[src/rtl/sp_pkg.sv]
package sp_pkg;
    localparam int SP_W   = 16;
    localparam int BYTE_W = 8;
    localparam int NBYTES = SP_W / BYTE_W;

    typedef enum logic [2:0] {
        SOP_NONE  = 3'd0,
        SOP_PUSH1 = 3'd1,
        SOP_POP1  = 3'd2,
        SOP_PUSH2 = 3'd3,
        SOP_POP2  = 3'd4
    } sp_op_e;

    typedef struct packed {
        logic [SP_W-1:0] next_sp;
        logic [SP_W-1:0] addr_a;
        logic [SP_W-1:0] addr_b;
        logic            en;
        logic            two;
        logic            warn;
    } sp_step_t;

    function automatic logic op_is_push(input logic [2:0] op);
        return (op == SOP_PUSH1) || (op == SOP_PUSH2);
    endfunction
endpackage

[src/rtl/sp_io_port.sv]
module sp_io_port #(
    parameter int          IO_AW  = 6,
    parameter logic [5:0]  HI_LOC = 6'h3E,
    parameter logic [5:0]  LO_LOC = 6'h3D
) (
    input  logic [IO_AW-1:0]          io_addr,
    input  logic                      io_wr,
    input  logic [sp_pkg::SP_W-1:0]   sp_cur,
    output logic [sp_pkg::NBYTES-1:0] byte_wr,
    output logic                      any_wr,
    output logic [sp_pkg::BYTE_W-1:0] rdata
);
    localparam int BW = sp_pkg::BYTE_W;

    logic hit_hi, hit_lo;

    always_comb begin
        hit_hi  = (io_addr == HI_LOC[IO_AW-1:0]);
        hit_lo  = (io_addr == LO_LOC[IO_AW-1:0]);
        byte_wr = {io_wr & hit_hi, io_wr & hit_lo};
        any_wr  = |byte_wr;
        if (hit_hi)
            rdata = sp_cur[2*BW-1:BW];
        else if (hit_lo)
            rdata = sp_cur[BW-1:0];
        else
            rdata = '0;
    end
endmodule

[src/rtl/sp_arith.sv]
module sp_arith #(
    parameter logic [15:0] FLOOR = 16'h0060
) (
    input  logic [2:0]               op,
    input  logic [sp_pkg::SP_W-1:0]  sp_cur,
    output sp_pkg::sp_step_t         step
);
    import sp_pkg::*;

    logic [SP_W-1:0] up1, up2, dn1, dn2;

    always_comb begin
        up1 = sp_cur + SP_W'(1);
        up2 = sp_cur + SP_W'(2);
        dn1 = sp_cur - SP_W'(1);
        dn2 = sp_cur - SP_W'(2);

        step         = '0;
        step.next_sp = sp_cur;
        case (op)
            SOP_PUSH1: begin
                step.en      = 1'b1;
                step.addr_a  = sp_cur;
                step.next_sp = dn1;
            end
            SOP_POP1: begin
                step.en      = 1'b1;
                step.addr_a  = up1;
                step.next_sp = up1;
            end
            SOP_PUSH2: begin
                step.en      = 1'b1;
                step.two     = 1'b1;
                step.addr_a  = sp_cur;
                step.addr_b  = dn1;
                step.next_sp = dn2;
            end
            SOP_POP2: begin
                step.en      = 1'b1;
                step.two     = 1'b1;
                step.addr_b  = up1;
                step.addr_a  = up2;
                step.next_sp = up2;
            end
            default: ;
        endcase
        step.warn = op_is_push(op) && (sp_cur <= FLOOR);
    end
endmodule

[src/rtl/sp_regs.sv]
module sp_regs (
    input  logic                      clk,
    input  logic                      rst,
    input  logic [sp_pkg::NBYTES-1:0] byte_wr,
    input  logic                      any_wr,
    input  logic [sp_pkg::BYTE_W-1:0] wdata,
    input  logic                      adv,
    input  logic [sp_pkg::SP_W-1:0]   next_sp,
    output logic [sp_pkg::SP_W-1:0]   sp_cur
);
    localparam int BW = sp_pkg::BYTE_W;

    for (genvar g = 0; g < sp_pkg::NBYTES; g++) begin : g_byte
        logic [BW-1:0] val;
        always_ff @(posedge clk) begin
            if (rst)
                val <= '0;
            else if (any_wr) begin
                if (byte_wr[g])
                    val <= wdata;
            end else if (adv)
                val <= next_sp[g*BW +: BW];
        end
        assign sp_cur[g*BW +: BW] = val;
    end
endmodule

[src/rtl/stack_ptr_unit.sv]
module stack_ptr_unit #(
    parameter int          IO_AW  = 6,
    parameter logic [5:0]  HI_LOC = 6'h3E,
    parameter logic [5:0]  LO_LOC = 6'h3D,
    parameter logic [15:0] FLOOR  = 16'h0060
) (
    input  logic                      clk,
    input  logic                      rst,
    input  logic [IO_AW-1:0]          io_addr,
    input  logic                      io_wr,
    input  logic [sp_pkg::BYTE_W-1:0] io_wdata,
    output logic [sp_pkg::BYTE_W-1:0] io_rdata,
    input  logic [2:0]                stk_op,
    output logic                      stk_en,
    output logic                      stk_two,
    output logic [sp_pkg::SP_W-1:0]   stk_addr_a,
    output logic [sp_pkg::SP_W-1:0]   stk_addr_b,
    output logic                      low_warn,
    output logic [sp_pkg::SP_W-1:0]   sp_value
);
    import sp_pkg::*;

    logic [NBYTES-1:0] byte_wr;
    logic              any_wr;
    logic [2:0]        op_eff;
    logic [SP_W-1:0]   sp_cur;
    sp_step_t          step;

    sp_io_port #(.IO_AW(IO_AW), .HI_LOC(HI_LOC), .LO_LOC(LO_LOC)) u_port (
        .io_addr (io_addr),
        .io_wr   (io_wr),
        .sp_cur  (sp_cur),
        .byte_wr (byte_wr),
        .any_wr  (any_wr),
        .rdata   (io_rdata)
    );

    // a software byte write cancels the stack operation of the same cycle
    assign op_eff = any_wr ? 3'(SOP_NONE) : stk_op;

    sp_arith #(.FLOOR(FLOOR)) u_arith (
        .op     (op_eff),
        .sp_cur (sp_cur),
        .step   (step)
    );

    sp_regs u_regs (
        .clk     (clk),
        .rst     (rst),
        .byte_wr (byte_wr),
        .any_wr  (any_wr),
        .wdata   (io_wdata),
        .adv     (step.en),
        .next_sp (step.next_sp),
        .sp_cur  (sp_cur)
    );

    assign stk_en     = step.en;
    assign stk_two    = step.two;
    assign stk_addr_a = step.addr_a;
    assign stk_addr_b = step.addr_b;
    assign low_warn   = step.warn;
    assign sp_value   = sp_cur;
endmodule

[config.mk]
export PLATFORM = sky130hd
export DESIGN_NAME = stack_ptr_unit
export DESIGN_NICKNAME = d
export VERILOG_FILES = /design/src/rtl/sp_pkg.sv /design/src/rtl/sp_io_port.sv /design/src/rtl/sp_arith.sv /design/src/rtl/sp_regs.sv /design/src/rtl/stack_ptr_unit.sv
export SDC_FILE = /design/constraint.sdc
export NUM_CORES = 1
export LEC_CHECK = 0
export ABC_AREA = 1
export BUFFER_PORTS_ARGS = -buffer_cell sky130_fd_sc_hd__buf_4
export CAP_MARGIN = 20
export CORE_MARGIN = 3
export CORE_UTILIZATION = 50
export CTS_BUF_LIST = sky130_fd_sc_hd__clkbuf_4
export CTS_CLUSTER_SIZE = 28
export DETAILED_ROUTE_END_ITERATION = 10
export PLACE_DENSITY = 0.79
export SLEW_MARGIN = 30
export SYNTH_ARGS = -nofsm -noshare
export SYNTH_HDL_FRONTEND = slang
export SYNTH_SLANG_ARGS = --single-unit
[constraint.sdc]
create_clock -name clk -period 1.95 [get_ports clk]
set_clock_uncertainty 0.1 [all_clocks]
set_input_delay 0.39 -clock clk [delete_from_list [all_inputs] [get_ports clk]]
set_output_delay 0.39 -clock clk [all_outputs]
set_load 0.01 [all_outputs]
==> results of run 1 <==
## Yosys cell counts
master and number:
o21ai_0 36, nand2_4 3, o22ai_1 17, buf_1 1, dfxtp_1 16, clkinv_1 1
or2_2 2, inv_2 2, xor2_1 21, ha_1 5, a21oi_1 6, nand2_1 163
nand4_1 5, inv_1 40, nor2_8 1, a2111oi_0 1, nor2_1 144, xnor2_1 2
buf_6 1, buf_4 3, buf_2 14, nand4_2 2, nor3_1 2, nand2_2 3
nand3_4 2, clkbuf_1 5, nor2_4 1, nor2_2 2, nand3_1 47, nand3_2 1
o211ai_1 1
## cells by family after synthesis
| family | after synthesis | synth area share, % |
|---|---|---|
| AO/OA/AOI/OAI | 61 | 11.8 |
| XOR/XNOR | 23 | 7.16 |
| adder cells (fa/ha/maj) | 5 | 2.22 |
| buffers and inverters | 67 | 10.2 |
| flip-flops | 16 | 11.4 |
| AND/OR/NAND/NOR | 378 | 57.2 |
## stage by stage
stage          hold slack (ns)  setup TNS, ns
3_5_place_dp             0.578          -9.72
2_1_floorplan            0.509        -0.0473
3_3_place_gp             0.571          -5.86
==> results.cfg, run 1 <==
[clocking]
clockBufferDepth = 2
clock-root-buffer = clkbuf_4
cts.sinks = 16
cts_setup_buffers = 44
cts_buffers = 3
hold_buffers = 0
htree_levels = 1
post_cts_resize_count = 173

[placement]
place_congestion = 1.01
place_hpwl_um = 10200
dp_slack_ns = -0.319
dp_cells = 790
postPlaceCellArea_mm2 = 0.00436
place.port_buffers = 78

[logic_synthesis]
synth_area_per_cell_um2 = 5.11
synth_cells = 550
yosys_warnings = 0
yosys.area.top_type = nand2_1
yosysUniqueCellTypes = 31
synth_area_leaders = nand2_1 22%, nor2_1 19%, dfxtp_1 11%, nand3_1 8.4%, xor2_1 6.5%
ys_seq_elements = 16
seq_area_frac_synth_pct = 11.4
syn_nets = 575
syn_area_mm2 = 0.00281
yosysTopAreaCellShare_pct = 21.8

[run_status]
stop_stage = clock tree synthesis (4_1_cts)
stop_error = [ERROR DPL-0038] Utilization greater than 100%, impossible to legalize
outcome = aborted with a tool error

[die]
die_w_um = 81
initial_core_util_pct = 53.4
fp.dieH_um = 81
num_io_pins = 79
row_count = 26
==> run 2: changes to the inputs <==
CORE_UTILIZATION = 40   (was 50)
CTS_BUF_LIST = not set   (was sky130_fd_sc_hd__clkbuf_4)
CTS_CLUSTER_SIZE = not set   (was 28)
PLACE_DENSITY = not set   (was 0.79)
PLACE_DENSITY_LB_ADDON = 0.15   (was not set)
clock period = 2.54 ns   (was 1.95 ns; I/O delays follow)
==> results.cfg, run 2 <==
[placement]
postPlaceCellArea_mm2 = 0.00367
place_hpwl_um = 8780
place_congestion = 0.963
dp_cells = 731
place.port_buffers = 78

[layout]
layout-drive-gt1-share_pct = 30.4
top_regs = u_regs.g_byte.val x16
final_core_util_pct = 61.8
syn_to_final_growth_pct = 44.4
fillCellCount = 691
antenna-diode-count = 0
final_common_cell = nand2_1
fin_cells = 744
mostFrequentLayoutCells = 150 x nand2_1, 127 x nor2_1, 116 x buf_4
stdcell_area_mm2 = 0.00406
layout.nets = 677
top_register = u_regs.g_byte.val
largest_register_ffs = 16

[timing]
finalSetupViolCount = 0
slew_headroom_pct = 56.6
report.final.slew_viol_count = 0
fin_crit_sh_pct = 98.4
max_freq_ghz = 0.400
max_slew.worst_pin.slew_ns = 0.651
finalHoldViolCount = 0
rsz0062_at_grt = true
finalCriticalPeriod_ns = 2.50

[grt]
grt_max_degree = 32
grtUsageTotal_pct = 27.0
antenna_found_initial = 0
grt_pass1_wl_um = 17900
grt-ovfl-total = 0
grt_pass1_vias = 3645

[die]
initial_core_util_pct = 42.8
row_count = 29
num_io_pins = 79
die_w_um = 89.9
fp.dieH_um = 89.9
die-area_mm2 = 0.00807
fp.coreArea_mm2 = 0.00657

[routing]
vias_per_cell = 5.43
ant_nets = 0
drc = 0
vias = 4043
routed_wl_um = 12000
dr.pass1.iters = 7
drtIter0Drc = 336
post_drt_wl_per_cell_um = 16.1

[flow_run]
maxCapViolCount = 0

[clocking]
cts_tree = yes
path_clk_slew_ns = 0.09
cts.sinks = 16
clock-root-buffer = clkbuf_8
htree_levels = 1
cts_buffers = 3
clock_latency_ns = 0.27
clockBufferDepth = 2

[logic_synthesis]
ys_seq_elements = 16
synthMostInstantiatedCell = nand2_1
yosys_warnings = 0
synth_area_per_cell_um2 = 5.11
syn_area_mm2 = 0.00281
synth_area_leaders = nand2_1 22%, nor2_1 19%, dfxtp_1 11%, nand3_1 8.4%, xor2_1 6.5%
synth_edf_count = 0
yosys.area.top_type = nand2_1
syn_nets = 575
synth_cells = 550
netlist_top_cells_count = 163 x nand2_1, 144 x nor2_1, 47 x nand3_1
yosysTopAreaCellShare_pct = 21.8
synth-async-reset-ratio_pct = 0
ys.flop_type = dfxtp_1
yosysUniqueCellTypes = 31
seq_area_frac_synth_pct = 11.4

[run_status]
outcome = complete, no violations

[power_and_ir_drop]
p_leak_nw = 1.99
pwr-share-clk_pct = 16.0
p_comb_share_pct = 63.0
vdd_drop_max_uv = 267
p_int_w = 0.000810
power.switching_w = 0.000786
seqPwrFrac_pct = 21.1
switching_share_pct = 49.3
powerDensity_mw_per_mm2 = 393
total_power_w = 0.00160

[critical_path]
critPathLaunchType = flip-flop
critPathCaptureType = primary output
cp.arrival_ns = 1.89
worstPathRequired_ns = 1.93
crit_type = reg2out
path_max_fanout = 5

[min_path]
hp-class = in2reg
-- run 2: timing repair --
item                       in CTS  in global routing
setup endpoints to repair      19                 29
setup buffers                   0                  7
hold buffers                    0                  0
gates resized for setup        16                 63
pin swaps                       0                 11
gates cloned                    0                  2
-- run 2: metal layers --
metal	vias to the layer above	wire length [µm]	global-route usage, %	part of all wire (%)
met5	-	0	0	0
met4	0	384	10.1	3.2
met3	38	1170	3.59	9.8
met2	234	5360	44.5	45
met1	1823	5050	35.9	42
li1	1948	-	-	-
-- run 2: worst paths after layout --
check | start | end | slack, ns | cells after the start
max reg2reg | u_regs.g_byte[0].val[1] | u_regs.g_byte[0].val[7] | 0.58 | 12
min | io_wdata[7] | u_regs.g_byte[1].val[7] | 0.46 | 5
max | u_regs.g_byte[0].val[2] | stk_addr_a[10] | 0.04 | 9
min reg2reg | u_regs.g_byte[0].val[2] | u_regs.g_byte[0].val[2] | 0.61 | 4
-- run 2: cell families (layout without fill, tap and decap cells) --
family | after synthesis | count (layout) | share of synthesized area, %
xor+xnor | 23 | 23 | 7.16
buf+inv | 67 | 168 | 10.2
fa+ha+maj | 5 | 5 | 2.22
simple gates | 378 | 378 | 57.2
compound gates | 61 | 61 | 11.8
flops | 16 | 16 | 11.4
-- run 2: per-stage QoR --
step	setup WS, ns	TNS (ns)	hold WS [ns]
detailed placement	0.0360	0	0.618
floorplan	0.0801	0	0.605
CTS	-0.00576	-0.00576	0.470
finish	0.0412	0	0.460
global placement	0.0926	0	0.620
global route	-0.0418	-0.124	0.523
-- run 2: cell type report --
class	count	area [µm²]	share of cell area, %
Sequential cell	16	339	8.35
Multi-Input combinational cell	467	2410	59.4
Clock buffer	4	55.1	1.36
Tap cell	93	116	2.87
Timing Repair Buffer	121	972	23.9
Inverter	43	165	4.07
-- run 2: worst max-delay path, cell delays in order (launching register included) --
cell and delay (ns):
dfxtp_4 0.38, buf_4 0.15, nand3_1 0.15, nor2_1 0.23, nand2_1 0.12, xor2_1 0.16
nor2_1 0.06, nor2_1 0.12, o21ai_0 0.10, buf_4 0.16
-- run 2: power groups by stage --
stage	Sequential, W	Clock [W]	Combinational, W
finish	0.000336	0.000255	0.00101
global route	0.000340	0.000259	0.00110
CTS	0.000327	0.000252	0.000900
detailed placement	0.000331	0	0.000887
global placement	0.000330	0	0.000881
floorplan	0.000316	0	0.000564
Note: power is estimated with default switching activity, not from simulation.
==> run 3: changes to the inputs <==
--- a/constraint.sdc
+++ b/constraint.sdc
@@ -3,3 +3,3 @@
 set_input_delay 0.508 -clock clk [delete_from_list [all_inputs] [get_ports clk]]
 set_output_delay 0.508 -clock clk [all_outputs]
-set_load 0.01 [all_outputs]
+set_load 0.1 [all_outputs]
==> results.cfg, run 3 (synthesized netlist as in run 2, its figures left out) <==
[run_status]
outcome = complete, but fails checks
violations = negative setup slack

[layout]
layout.nets = 686
top_register = u_regs.g_byte.val
final_common_cell = nand2_1
antenna-diode-count = 0
top_regs = u_regs.g_byte.val x16
layout-drive-gt1-share_pct = 42.4
stdcell_area_mm2 = 0.00499
final_core_util_pct = 76.0
fin_cells = 753
mostFrequentLayoutCells = 139 x nand2_1, 118 x nor2_1, 88 x buf_4
largest_register_ffs = 16
syn_to_final_growth_pct = 77.5

[routing]
drc = 0
routed_wl_um = 13200
drtIter0Drc = 442
vias = 4245
vias_per_cell = 5.64
dr.pass1.iters = 5
ant_nets = 0
post_drt_wl_per_cell_um = 17.5

[grt]
grt_pass1_wl_um = 19000
grtUsageTotal_pct = 28.4
grt_pass1_vias = 3936
antenna_found_initial = 1
grt_max_degree = 18
grt-ovfl-total = 0

[timing]
finalHoldViolCount = 0
setup_ws_ns = -0.226
slew_headroom_pct = 64.0
fin_crit_sh_pct = 109
max_slew.worst_pin.slew_ns = 0.534
finalCriticalPeriod_ns = 2.77
totalNegativeSetupSlack_ns = -0.645
report.final.slew_viol_count = 0
finalSetupViolCount = 10
max_freq_ghz = 0.362
rsz0062_at_grt = true

[clocking]
clock_latency_ns = 0.25
cts_tree = yes
htree_levels = 1
cts.sinks = 16
clockBufferDepth = 2
cts_buffers = 3
clock-root-buffer = clkbuf_8
path_clk_slew_ns = 0.06

[critical_path]
critPathBufInv = 1
crit_family = simple AND/OR/NAND/NOR gates
crit_type = reg2out
cpMaxStageDelayCell = dfxtp_4
max_stage_delay_ns = 0.43
worst_path_most_repeated_cell = nor2_1
path_cells = ha_4 -> nand2_4 -> nor2_4 -> nand3_2 -> xor2_2 -> nor2_1 -> nor2_1 -> o21ai_2 -> buf_8
worstPathRequired_ns = 1.93
path_max_fanout = 4
critPathCaptureType = primary output
cp.arrival_ns = 2.16
critPathLaunchType = flip-flop

[placement]
postPlaceCellArea_mm2 = 0.00415
dp_cells = 725
place_hpwl_um = 9000
place.port_buffers = 78
place_congestion = 0.912
dp_slack_ns = -0.0188

[die]
initial_core_util_pct = 42.8
die_w_um = 89.9
row_count = 29
fp.coreArea_mm2 = 0.00657
die-area_mm2 = 0.00807
num_io_pins = 79
fp.dieH_um = 89.9

[min_path]
hp-class = in2reg

[power_and_ir_drop]
powerDensity_mw_per_mm2 = 446
p_leak_nw = 2.22
vdd_drop_max_uv = 507

[flow_run]
maxCapViolCount = 0
## run 3: cell count changes in the layout (fill, tap and decap cells not counted), moves of 9 or more
cell / previous run / this run
buf_4: 116 / 88
buf_6: 1 / 19
o21ai_0: 29 / 11
o22ai_1: 16 / 0
buf_12: 2 / 17
o21ai_2: 1 / 14
dfxtp_4: 3 / 14
nand2_1: 150 / 139
nor2_1: 127 / 118
o22ai_4: 0 / 9
## run 3: power by group
part           internal (W)  total (W)  switching (W)
logic              0.000479    0.00165        0.00117
clock network      0.000107   0.000195      0.0000877
registers          0.000284   0.000385       0.000101
total              0.000870    0.00223        0.00135
## run 3: metal layers
metal  up-vias  share of wire, %  GRT usage (%)
met5         -             0.098              0
met4         2               3.4           9.57
met3        51                11           5.51
met2       270                47           47.3
met1      1951                39           36.7
li1       1971                 -              -
## run 3: worst reg2reg max path, stage by stage, from the launching register on
cell and delay [ns]:
dfxtp_4 0.43, ha_4 0.19, nand2_4 0.06, nor2_4 0.17, nand3_2 0.13, xor2_2 0.27
nor2_1 0.09, nor2_1 0.26, buf_4 0.18, buf_4 0.10, buf_4 0.09, buf_6 0.08
buf_6 0.08, buf_6 0.09, buf_6 0.08, nand2_2 0.04, nor2_1 0.10, nor2_1 0.05
## run 3: path summary, 6_finish.rpt
kind,from,end,slack [ns],depth (start not counted)
max,u_regs.g_byte[0].val[1],stk_addr_a[11],-0.23,9
min reg2reg,u_regs.g_byte[0].val[1],u_regs.g_byte[0].val[1],0.61,4
max reg2reg,u_regs.g_byte[0].val[1],u_regs.g_byte[1].val[3],-0.13,17
min,io_wdata[4],u_regs.g_byte[1].val[4],0.49,5
## run 3: metrics by stage
| stage | power [W] | hold slack (ns) |
|---|---|---|
| floorplan | 0.00150 | 0.617 |
| global placement | 0.00181 | 0.585 |
| detailed placement | 0.00182 | 0.594 |
| CTS | 0.00208 | 0.490 |
| global route | 0.00233 | 0.522 |
| finish | 0.00223 | 0.490 |
## run 3: area by class of cell
type	count	area, µm²
fill	508	1580
sequential	16	375
clock buffer	3	41.3
inverter	43	180
multi-input combinational	467	2950
tap	93	116
timing repair buffer	130	1330
clock inverter	1	3.75
## run 3: repair_timing
item / CTS / global route
gates resized for setup: 57 / 82
gates cloned: 0 / 2
endpoints found under the setup margin: 23 / 33
hold buffers: 0 / 0
pin swaps: 8 / 23
setup buffers: 9 / 13
==> run 4: changes to the inputs <==
ABC_CLOCK_PERIOD_IN_PS = 3300   (was not set)
clock period = 3.3 ns   (was 2.54 ns; I/O delays follow)
==> results.cfg, run 4 (synthesized netlist as in run 2, its figures left out) <==
[run_status]
outcome = complete, no violations

[critical_path]
critPathLaunchType = flip-flop
rrSetupSlack_ns = 1.00
crit_type = reg2out
path_max_fanout = 8
worstPathRequired_ns = 2.54
cp.arrival_ns = 2.33
critPathCaptureType = primary output

[clocking]
htree_levels = 1
post_cts_resize_count = 0
clock_latency_ns = 0.25
path_clk_slew_ns = 0.07
cts_buffers = 3
clock-root-buffer = clkbuf_8
clockBufferDepth = 2
cts_tree = yes
cts.sinks = 16
cts_setup_buffers = 0
hold_buffers = 0

[timing]
max_freq_ghz = 0.324
rsz0062_at_grt = false
fin_crit_sh_pct = 93.5
totalNegativeSetupSlack_ns = 0
finalHoldViolCount = 0
report.final.slew_viol_count = 0
whs_ns = 0.634
slew_headroom_pct = 60.0
max_slew.worst_pin.slew_ns = 0.600
finalSetupViolCount = 0
finalCriticalPeriod_ns = 3.09

[power_and_ir_drop]
powerDensity_mw_per_mm2 = 393
vdd_drop_max_uv = 270
p_leak_nw = 1.83

[routing]
drtIter0Drc = 245
vias_per_cell = 5.33
post_drt_wl_per_cell_um = 15.4
drc = 0
dr.pass1.iters = 5
vias = 3791
ant_nets = 0
routed_wl_um = 11000

[layout]
stdcell_area_mm2 = 0.00380
largest_register_ffs = 16
fillCellCount = 685
layout.nets = 644
top_register = u_regs.g_byte.val
layout-drive-gt1-share_pct = 23.8
fin_cells = 711
syn_to_final_growth_pct = 35.2
mostFrequentLayoutCells = 160 x nand2_1, 141 x nor2_1, 87 x buf_4
top_regs = u_regs.g_byte.val x16
final_common_cell = nand2_1
antenna-diode-count = 0

[placement]
place_hpwl_um = 8460
place_congestion = 0.960
place.port_buffers = 78
dp_cells = 707
postPlaceCellArea_mm2 = 0.00375

[die]
initial_core_util_pct = 42.8
fp.coreArea_mm2 = 0.00657
fp.dieH_um = 89.9
die_w_um = 89.9
die-area_mm2 = 0.00807
num_io_pins = 79
row_count = 29

[grt]
grt-ovfl-total = 0
grt_max_degree = 32
grt_pass1_wl_um = 18300
grt_pass1_vias = 3635
grtUsageTotal_pct = 27.2
antenna_found_initial = 0

[min_path]
hp-class = in2reg

[flow_run]
maxCapViolCount = 0
run 4: final cells by class:
type / count / area (µm²) / area share (%)
multi-input cells: 467 / 2470 / 65.0
repair buffers: 88 / 673 / 17.7
flip-flops and latches: 16 / 329 / 8.65
clock buffers: 4 / 45.0 / 1.18
well taps: 93 / 116 / 3.06
inverters: 43 / 168 / 4.41
run 4: where the power goes:
| part | leakage (nW) | switching [W] | internal [W] |
|---|---|---|---|
| Sequential | 0.134 | 0.0000558 | 0.000215 |
| Combinational | 1.67 | 0.000804 | 0.000255 |
| Clock | 0.0228 | 0.0000779 | 0.0000857 |
run 4: metal layers:
metal | wire (µm) | share of wire, % | up-vias | global-route usage, %
met1 | 4880 | 45 | 1744 | 35.9
met3 | 706 | 6.4 | 11 | 3.09
met4 | 89 | 0.81 | 0 | 4.46
met5 | 0 | 0 | - | 0
met2 | 5280 | 48 | 147 | 48.4
li1 | - | - | 1889 | -
run 4: stage by stage:
stage | setup WS [ns] | util (%) | power [W]
2_1_floorplan | -0.417 | - | 0.00110
3_3_place_gp | 0.283 | 57.0 | 0.00131
3_5_place_dp | 0.235 | 57.0 | 0.00132
4_1_cts | 0.0416 | 57.7 | 0.00149
5_1_grt | 0.0254 | 57.9 | 0.00159
6_report | 0.214 | 57.9 | 0.00149
run 4: path summary, 6_finish.rpt:
path | startpoint | end | cells past startpoint
min reg2reg | u_regs.g_byte[0].val[0] | u_regs.g_byte[0].val[0] | 4
max reg2reg | u_regs.g_byte[0].val[1] | u_regs.g_byte[0].val[7] | 11
min | io_wdata[7] | u_regs.g_byte[1].val[7] | 5
max | u_regs.g_byte[0].val[2] | stk_addr_a[9] | 10
run 4: critical path: stages (launching register included):
cell and delay [ns]:
dfxtp_2 0.42, ha_1 0.25, nand3_1 0.18, inv_1 0.17, nand2_1 0.11, o21ai_0 0.23, nand3_1 0.16, nor2_1 0.12
nor2_1 0.06, o21ai_1 0.08, buf_4 0.31
